===== config.mk =====
export PLATFORM = sky130hd
export DESIGN_NAME = ipc_flag_unit
export DESIGN_NICKNAME = d
export VERILOG_FILES = /design/src/rtl/ipc_pkg.sv /design/src/rtl/ipc_snd_port.sv /design/src/rtl/ipc_rcv_port.sv /design/src/rtl/ipc_flag_core.sv /design/src/rtl/ipc_flag_unit.sv
export SDC_FILE = /design/constraint.sdc
export NUM_CORES = 1
export LEC_CHECK = 0
export CELL_PAD_IN_SITES_DETAIL_PLACEMENT = 0
export CELL_PAD_IN_SITES_GLOBAL_PLACEMENT = 1
export CORE_MARGIN = 2
export CORE_UTILIZATION = 30
export CTS_CLUSTER_SIZE = 28
export DETAILED_ROUTE_END_ITERATION = 10
export PLACE_DENSITY_LB_ADDON = 0.1
export SLEW_MARGIN = 0
export SYNTH_ARGS = -nofsm -noshare
export SYNTH_HDL_FRONTEND = slang
export SYNTH_SLANG_ARGS = --single-unit

===== constraint.sdc =====
create_clock -name clk_i -period 1.6 [get_ports clk_i]
set_clock_uncertainty 0.2 [all_clocks]
set_input_delay 0.32 -clock clk_i [delete_from_list [all_inputs] [get_ports clk_i]]
set_output_delay 0.32 -clock clk_i [all_outputs]
set_load 0.03 [all_outputs]

===== src/rtl/ipc_pkg.sv =====
package ipc_pkg;
  // sender view offsets
  localparam int unsigned SND_SET_OFS  = 0;
  localparam int unsigned SND_CLR_OFS  = 1;
  localparam int unsigned SND_FLAG_OFS = 2;
  // receiver view offsets
  localparam int unsigned RCV_STAT_OFS = 0;
  localparam int unsigned RCV_ACK_OFS  = 1;
endpackage


===== src/rtl/ipc_snd_port.sv =====
module ipc_snd_port #(
  parameter int unsigned DATA_W = 32,
  parameter int unsigned ADDR_W = 2
) (
  input  logic              we_i,
  input  logic [ADDR_W-1:0] addr_i,
  input  logic [DATA_W-1:0] wdata_i,
  input  logic [DATA_W-1:0] flag_i,
  output logic [DATA_W-1:0] set_o,
  output logic [DATA_W-1:0] clr_o,
  output logic [DATA_W-1:0] rdata_o
);
  import ipc_pkg::*;

  logic hit_set, hit_clr, hit_flag;

  assign hit_set  = (addr_i == ADDR_W'(SND_SET_OFS));
  assign hit_clr  = (addr_i == ADDR_W'(SND_CLR_OFS));
  assign hit_flag = (addr_i == ADDR_W'(SND_FLAG_OFS));

  assign set_o   = (we_i && hit_set) ? wdata_i : '0;
  assign clr_o   = (we_i && hit_clr) ? wdata_i : '0;
  assign rdata_o = hit_flag ? flag_i : '0;
endmodule


===== src/rtl/ipc_rcv_port.sv =====
module ipc_rcv_port #(
  parameter int unsigned DATA_W = 32,
  parameter int unsigned ADDR_W = 2
) (
  input  logic              we_i,
  input  logic [ADDR_W-1:0] addr_i,
  input  logic [DATA_W-1:0] wdata_i,
  input  logic [DATA_W-1:0] flag_i,
  output logic [DATA_W-1:0] ack_o,
  output logic [DATA_W-1:0] rdata_o
);
  import ipc_pkg::*;

  logic hit_stat, hit_ack;

  assign hit_stat = (addr_i == ADDR_W'(RCV_STAT_OFS));
  assign hit_ack  = (addr_i == ADDR_W'(RCV_ACK_OFS));

  assign ack_o   = (we_i && hit_ack) ? wdata_i : '0;
  assign rdata_o = hit_stat ? flag_i : '0;
endmodule


===== src/rtl/ipc_flag_core.sv =====
module ipc_flag_core #(
  parameter int unsigned DATA_W = 32,
  parameter int unsigned IRQ_N  = 4
) (
  input  logic              clk_i,
  input  logic              rst_ni,
  input  logic [DATA_W-1:0] set_i,
  input  logic [DATA_W-1:0] clr_i,
  output logic [DATA_W-1:0] flag_o,
  output logic [IRQ_N-1:0]  irq_o
);
  logic [DATA_W-1:0] flag_q, flag_d;

  // set has priority over any clear source
  assign flag_d = (flag_q & ~clr_i) | set_i;

  always_ff @(posedge clk_i or negedge rst_ni) begin
    if (!rst_ni) flag_q <= '0;
    else         flag_q <= flag_d;
  end

  // one flop per interrupt line, pulse on 0->1 of its flag
  for (genvar i = 0; i < IRQ_N; i++) begin : g_irq
    logic pulse_q;
    always_ff @(posedge clk_i or negedge rst_ni) begin
      if (!rst_ni) pulse_q <= 1'b0;
      else         pulse_q <= flag_d[i] & ~flag_q[i];
    end
    assign irq_o[i] = pulse_q;
  end

  assign flag_o = flag_q;
endmodule


===== src/rtl/ipc_flag_unit.sv =====
module ipc_flag_unit #(
  parameter int unsigned DATA_W = 32,
  parameter int unsigned ADDR_W = 2,
  parameter int unsigned IRQ_N  = 4
) (
  input  logic              clk_i,
  input  logic              rst_ni,
  input  logic [ADDR_W-1:0] snd_addr_i,
  input  logic              snd_we_i,
  input  logic [DATA_W-1:0] snd_wdata_i,
  output logic [DATA_W-1:0] snd_rdata_o,
  input  logic [ADDR_W-1:0] rcv_addr_i,
  input  logic              rcv_we_i,
  input  logic [DATA_W-1:0] rcv_wdata_i,
  output logic [DATA_W-1:0] rcv_rdata_o,
  output logic [IRQ_N-1:0]  irq_o
);
  logic [DATA_W-1:0] flag_q, set_m, clr_m, ack_m;

  ipc_snd_port #(.DATA_W(DATA_W), .ADDR_W(ADDR_W)) u_snd (
    .we_i(snd_we_i), .addr_i(snd_addr_i), .wdata_i(snd_wdata_i),
    .flag_i(flag_q), .set_o(set_m), .clr_o(clr_m), .rdata_o(snd_rdata_o)
  );

  ipc_rcv_port #(.DATA_W(DATA_W), .ADDR_W(ADDR_W)) u_rcv (
    .we_i(rcv_we_i), .addr_i(rcv_addr_i), .wdata_i(rcv_wdata_i),
    .flag_i(flag_q), .ack_o(ack_m), .rdata_o(rcv_rdata_o)
  );

  ipc_flag_core #(.DATA_W(DATA_W), .IRQ_N(IRQ_N)) u_core (
    .clk_i(clk_i), .rst_ni(rst_ni), .set_i(set_m), .clr_i(clr_m | ack_m),
    .flag_o(flag_q), .irq_o(irq_o)
  );
endmodule


==> impl_metrics.csv, run 1 <==
group,metric,value,unit
yosys,synth.distinct_cells,14,
cts,h-tree-depth,2,
detailed_routing,first_pass_iters,4,
floorplanning,core_region_area,0.00911,mm2
run,drv_cap,0,
layout,final_cells,524,
global_routing,gr-total-overflow,0,
yosys,yosysWarnings,0,
yosys,yosysTopAreaCellShare,32.5,%
critical_path,cp.arrival,1.07,ns
critical_path,critPathCaptureType,"output pin",
detailed_routing,drt-initial-drc-count,94,
sta,final.period_utilization,99.6,%
detailed_routing,wirelength,9780,um
critical_path,required,1.08,ns
critical_path,cp_top_family,"buffers and inverters",
cts,tritoncts,"built",
cts,cts_made_buffers,5,
cts,clk_latency,0.28,ns
sta,slew-limit-headroom,61.4,%
outcome,status,"finished clean",
layout,drive_above_1_share,42.6,%
critical_path,crit_path_max_fanout,4,
placed_design,place_inst,501,
detailed_routing,drc,0,
yosys,synthTopCellsByArea,"dfrtp_1, nor4bb_1, a31o_1, nand4b_1, nand3b_1",
power,leakagePower,2.02,nW
critical_path,crit_path_start_kind,"input pin",
sta,rsz0062_at_grt,"yes",
yosys,synth_top_cell_by_area,"dfrtp_1",
critical_path,cp.buffers_inverters,3,
sta,worst_pin_slew,0.579,ns
placed_design,dpl.hpwl,6110,um
floorplanning,die_x,100,um
placed_design,gp_congestion,0.689,
floorplanning,die_area,0.0100,mm2
yosys,syn-mean-instance-area,10.1,um2
floorplanning,boundaryPins,140,
power,power.density,620,mW/mm2
detailed_routing,viasPerCell,5.35,
yosys,ys_ff_latch,36,
cts,cts_root_buffer,"clkbuf_8",
sta,final_hold_viol_count,0,
sta,min_period,1.59,ns
layout,fillCellCount,830,
cts,cts_sinks,36,
sta,setup_violations,0,
layout,area_growth_syn_to_layout,78.6,%
critical_path,crit_type,"input pin to output pin",
layout,fin_nets,484,
global_routing,antenna_found_initial,1,
sta,fin_hold_ws,0.326,ns
min_path,hold_class,"register to register",
yosys,syn_inst,274,
cts,clockBufferDepth,2,
global_routing,grt_pass1_vias,2818,
cts,path_clk_slew,0.07,ns
yosys,yosysSeqAreaShare,32.5,%
sta,maxSlewViolCount,0,
floorplanning,dieHeight,100,um
critical_path,crit_top_cell,"buf_4",
critical_path,cp_slowest_cell,"and2_2",
floorplanning,start_util,30.4,%
critical_path,slowest_delay,0.18,ns
global_routing,grt_max_degree,66,
placed_design,io_buffers,139,
layout,n_antenna_cell,0,
yosys,synth_area,0.00277,mm2
detailed_routing,antenna_left,0,
detailed_routing,wire_per_inst,18.7,um
critical_path,r2r_slack,0.48,ns
detailed_routing,dr_total_vias,2801,
critical_path,crit_chain,"buf_2 > nor2b_4 > buf_4 > and2_2 > buf_4",
power,worst_ir_drop_vdd,0.307,mV
sta,clock.fmax,0.628,GHz
global_routing,grt_pass1_wl,15000,um
floorplanning,rows,35,
global_routing,grt_usage,19.0,%
yosys,synth_nets,346,
==> cell usage after synthesis, drive strengths merged <==
library cell  number
clkbuf            12
dfrtp             36
a31o              32
and2              32
nor2b              1
nor3b             32
nor4b              4
nand4b            32
nand3b            32
nor4bb            32
buf               28
nand2b             1
==> per-layer routing <==
metal  wire length, um  vias up  track usage [%]
met5                13        -                0
met4                57        2             3.90
met3               563        6             4.39
met2              4900       87             31.7
met1              4240     1375             25.4
li1                  -     1331                -
==> report_power, final <==
part           internal [mW]  total, mW  switching (mW)
clock                  0.352      0.691           0.339
sequential              1.03       1.12          0.0949
combinational          0.699       1.25           0.549
==> final timing paths <==
| kind | to | startpoint | depth (start not counted) |
|---|---|---|---|
| min in group asynchronous | u_core.flag_o[30] | rst_ni | 3 |
| min | u_core.flag_o[10] | u_core.flag_o[10] | 1 |
| max | snd_rdata_o[22] | snd_addr_i[1] | 5 |
| min reg2reg | u_core.flag_o[10] | u_core.flag_o[10] | 1 |
| max reg2reg | u_core.g_irq[3].pulse_q | u_core.flag_o[3] | 2 |
| max in group asynchronous | u_core.flag_o[10] | rst_ni | 3 |
==> cell type report <==
type	instances	area [um2]	area share (%)
sequential	36	901	18.2
tap	111	139	2.81
clock buffer	8	90.1	1.82
timing repair buffer	170	1770	35.7
multi-input combinational	199	2050	41.4
==> state kept, by name, indices dropped and copies added (netlist names) <==
signal,count
u_core.g_irq.pulse_q,4
u_core.flag_o,32
==> metrics by stage <==
stage               power (mW)  worst slack, ns  TNS, ns  utilization [%]  area (um2)
floorplan                 1.80           -0.291    -1.65                -        3150
global placement          2.26           -0.683   -25.06             49.7        4520
detailed placement        2.28           -0.750   -26.65             49.7        4520
CTS                       3.03          0.00132        0             52.0        4740
global route              3.23          -0.0270   -0.331             54.3        4940
finish                    3.06          0.00718        0             54.3        4940
==> cell families after synthesis <==
kind of cell | Yosys count | synth area share, %
AND/OR/NAND/NOR | 166 | 49.3
buffers and inverters | 40 | 8.05
flip-flops | 36 | 32.5
AO/OA/AOI/OAI | 32 | 10.1
==> cell usage in the layout, fill, tap and decap left out <==
cell	synthesis	routed
buf_12	0	13
nor4b_2	4	4
dlygate4sd3_1	0	1
nand4b_1	32	32
nor3b_4	0	29
nand3b_1	32	32
clkbuf_16	0	1
dlygate4sd2_1	0	4
nand2b_4	1	1
clkbuf_1	12	2
a31o_1	32	32
nor2b_4	0	2
buf_4	5	42
dfrtp_1	36	36
buf_2	19	4
nor3b_2	0	3
and2_1	32	1
clkbuf_8	0	6
and2_4	0	2
clkdlybuf4s50_1	0	65
and2_2	0	29
nor4bb_1	32	32
buf_6	4	40
==> repair_timing <==
item / CTS / global route
setup endpoints to repair: 42 / 55
gates cloned: 1 / 1
gates resized for setup: 14 / 36
buffers inserted: 6 / 6
pin swaps: 0 / 0
hold endpoints to repair: 36 / 0
hold buffers: 1 / 0
Power figures use the tool's default switching activity.
==> inputs of run 2 (changes only) <==
--- a/config.mk
+++ b/config.mk
@@ -8,7 +8,8 @@
 export CELL_PAD_IN_SITES_DETAIL_PLACEMENT = 0
 export CELL_PAD_IN_SITES_GLOBAL_PLACEMENT = 1
 export CORE_MARGIN = 2
-export CORE_UTILIZATION = 30
+export CORE_UTILIZATION = 32
+export CTS_CLUSTER_DIAMETER = 40
 export CTS_CLUSTER_SIZE = 28
 export DETAILED_ROUTE_END_ITERATION = 10
 export PLACE_DENSITY_LB_ADDON = 0.1
==> constraint.sdc (replaced) <==
create_clock -name clk_i -period 1.85 [get_ports clk_i]
set_clock_uncertainty 0.2 [all_clocks]
set_input_delay 0.37 -clock clk_i [delete_from_list [all_inputs] [get_ports clk_i]]
set_output_delay 0.37 -clock clk_i [all_outputs]
set_load 0.03 [all_outputs]
==> impl_metrics.csv, run 2 (synthesized netlist as in run 1, its figures left out) <==
group,metric,value,unit
cts,cts_root_buffer,"clkbuf_8",
sta,final_hold_viol_count,0,
global_routing,grt_usage,18.6,%
global_routing,antenna_found_initial,0,
global_routing,grt_use_met3,5.49,%
critical_path,critPathCaptureType,"output pin",
cts,cts_setup_buffers,0,
sta,clock.fmax,0.571,GHz
global_routing,grt_pass1_wl,14500,um
cts,tritoncts,"built",
floorplanning,dieHeight,97,um
layout,drive_above_1_share,26.1,%
min_path,hp-start,"u_core.flag_o[1]",
min_path,hold_class,"register to register",
floorplanning,core_region_area,0.00830,mm2
sta,slew-limit-headroom,69.6,%
power,power.density,572,mW/mm2
global_routing,busiest_layer,"met2",
sta,min_period,1.75,ns
cts,clockBufferDepth,2,
critical_path,crit_path_start_kind,"input pin",
floorplanning,boundaryPins,140,
layout,fillCellCount,784,
sta,rsz0062_at_grt,"no",
layout,fin_nets,470,
power,totalPowerFinal,2.42,mW
sta,setup_violations,0,
global_routing,grt_use_met2,29.1,%
global_routing,grt_max_degree,66,
detailed_routing,dr_total_vias,2713,
placed_design,gp_congestion,0.746,
global_routing,met1_usage,26.2,%
power,leakagePower,1.71,nW
critical_path,reg2reg_depth,1,
cts,cts_made_buffers,5,
detailed_routing,first_pass_iters,4,
critical_path,crit_type,"input pin to output pin",
detailed_routing,drt-initial-drc-count,79,
power,worst_ir_drop_vdd,0.319,mV
layout,n_antenna_cell,0,
detailed_routing,wire_per_inst,17.9,um
floorplanning,die_x,97,um
layout,seq_area,901,um2
layout,area_growth_syn_to_layout,52.8,%
cts,h-tree-depth,2,
layout,final_common_cell,"buf_4",
detailed_routing,drc,0,
layout,fin_util,51.0,%
run,drv_cap,0,
critical_path,cp.arrival,1.18,ns
min_path,min_path_cells,1,
layout,layout_common_cells,"buf_4, clkdlybuf4s50_1, dfrtp_1",
outcome,status,"finished clean",
critical_path,r2r-start,"u_core.flag_o[3]",
cts,cts_sinks,36,
critical_path,crit_path_max_fanout,39,
layout,multiInputGateArea,0.00166,mm2
placed_design,io_buffers,139,
floorplanning,start_util,33.3,%
sta,final.period_utilization,94.7,%
placed_design,dpl.hpwl,6050,um
detailed_routing,antenna_left,0,
cts,path_clk_slew,0.08,ns
detailed_routing,wirelength,9040,um
critical_path,required,1.28,ns
critical_path,r2r_end,"u_core.g_irq[3].pulse_q",
min_path,min_to,"u_core.g_irq[1].pulse_q",
floorplanning,rows,33,
critical_path,r2r_slack,0.87,ns
global_routing,grt_pass1_vias,2679,
detailed_routing,viasPerCell,5.38,
cts,clk_latency,0.28,ns
global_routing,gr-total-overflow,0,
floorplanning,die_area,0.00941,mm2
sta,worst_pin_slew,0.455,ns
sta,maxSlewViolCount,0,
layout,largest_register_ff_count,32,
run 2: cell types whose count changed in the layout (fill, tap and decap cells not counted), sizes merged:
cell,delta
clkinv,+2
clkbuf,-3
nor2b,-1
buf,-12
run 2: per-stage QoR:
step	setup slack (ns)	hold slack (ns)	std cells	setup TNS, ns	instance area, um2
detailed placement	0.0748	0.117	495	0	4130
CTS	0.0457	0.304	504	0	4230
floorplan	-0.182	-0.126	274	-5.47	2780
global route	0.00735	0.332	504	0	4230
finish	0.0977	0.299	504	0	4230
global placement	0.0719	0.108	495	0	4130
run 2: worst max-delay path by stage:
stage / from / endpoint / slack, ns / cells past startpoint
3_3_place_gp: rcv_we_i / u_core.flag_o[16] / 0.07 / 4
5_1_grt: u_core.flag_o[1] / rcv_rdata_o[1] / 0.007 / 2
4_1_cts: u_core.flag_o[23] / rcv_rdata_o[23] / 0.05 / 2
2_1_floorplan: rcv_addr_i[0] / rcv_rdata_o[10] / -0.18 / 3
3_5_place_dp: rcv_we_i / u_core.flag_o[3] / 0.07 / 4
6_report: rcv_addr_i[1] / rcv_rdata_o[13] / 0.1 / 5
run 2: power breakdown:
group / internal [mW] / switching [mW] / total (mW)
Clock: 0.298 / 0.293 / 0.591
Combinational: 0.448 / 0.412 / 0.861
Sequential: 0.890 / 0.0782 / 0.968
run 2: layout make-up:
type                            instances  area share [%]
Multi-Input combinational cell        198            39.2
Tap cell                              105            3.11
Clock buffer                            6            1.95
Timing Repair Buffer                  157            34.2
Clock inverter                          2           0.237
Sequential cell                        36            21.3
run 2: critical path, cell delays in order:
cell	delay, ns
buf_2	0.15
buf_12	0.18
nor3b_1	0.21
buf_4	0.15
buf_12	0.11
run 2: what timing repair did:
action	4_1_cts	5_1_grt
hold endpoints to repair	12	0
gates resized for setup	4	1
setup endpoints to repair	4	1
hold buffers	1	0
run 2: per-layer routing:
metal	up-vias	share of wire [%]
met4	0	0.38
met1	1313	46
met3	2	7.2
met2	98	46
met5	-	0
li1	1300	-
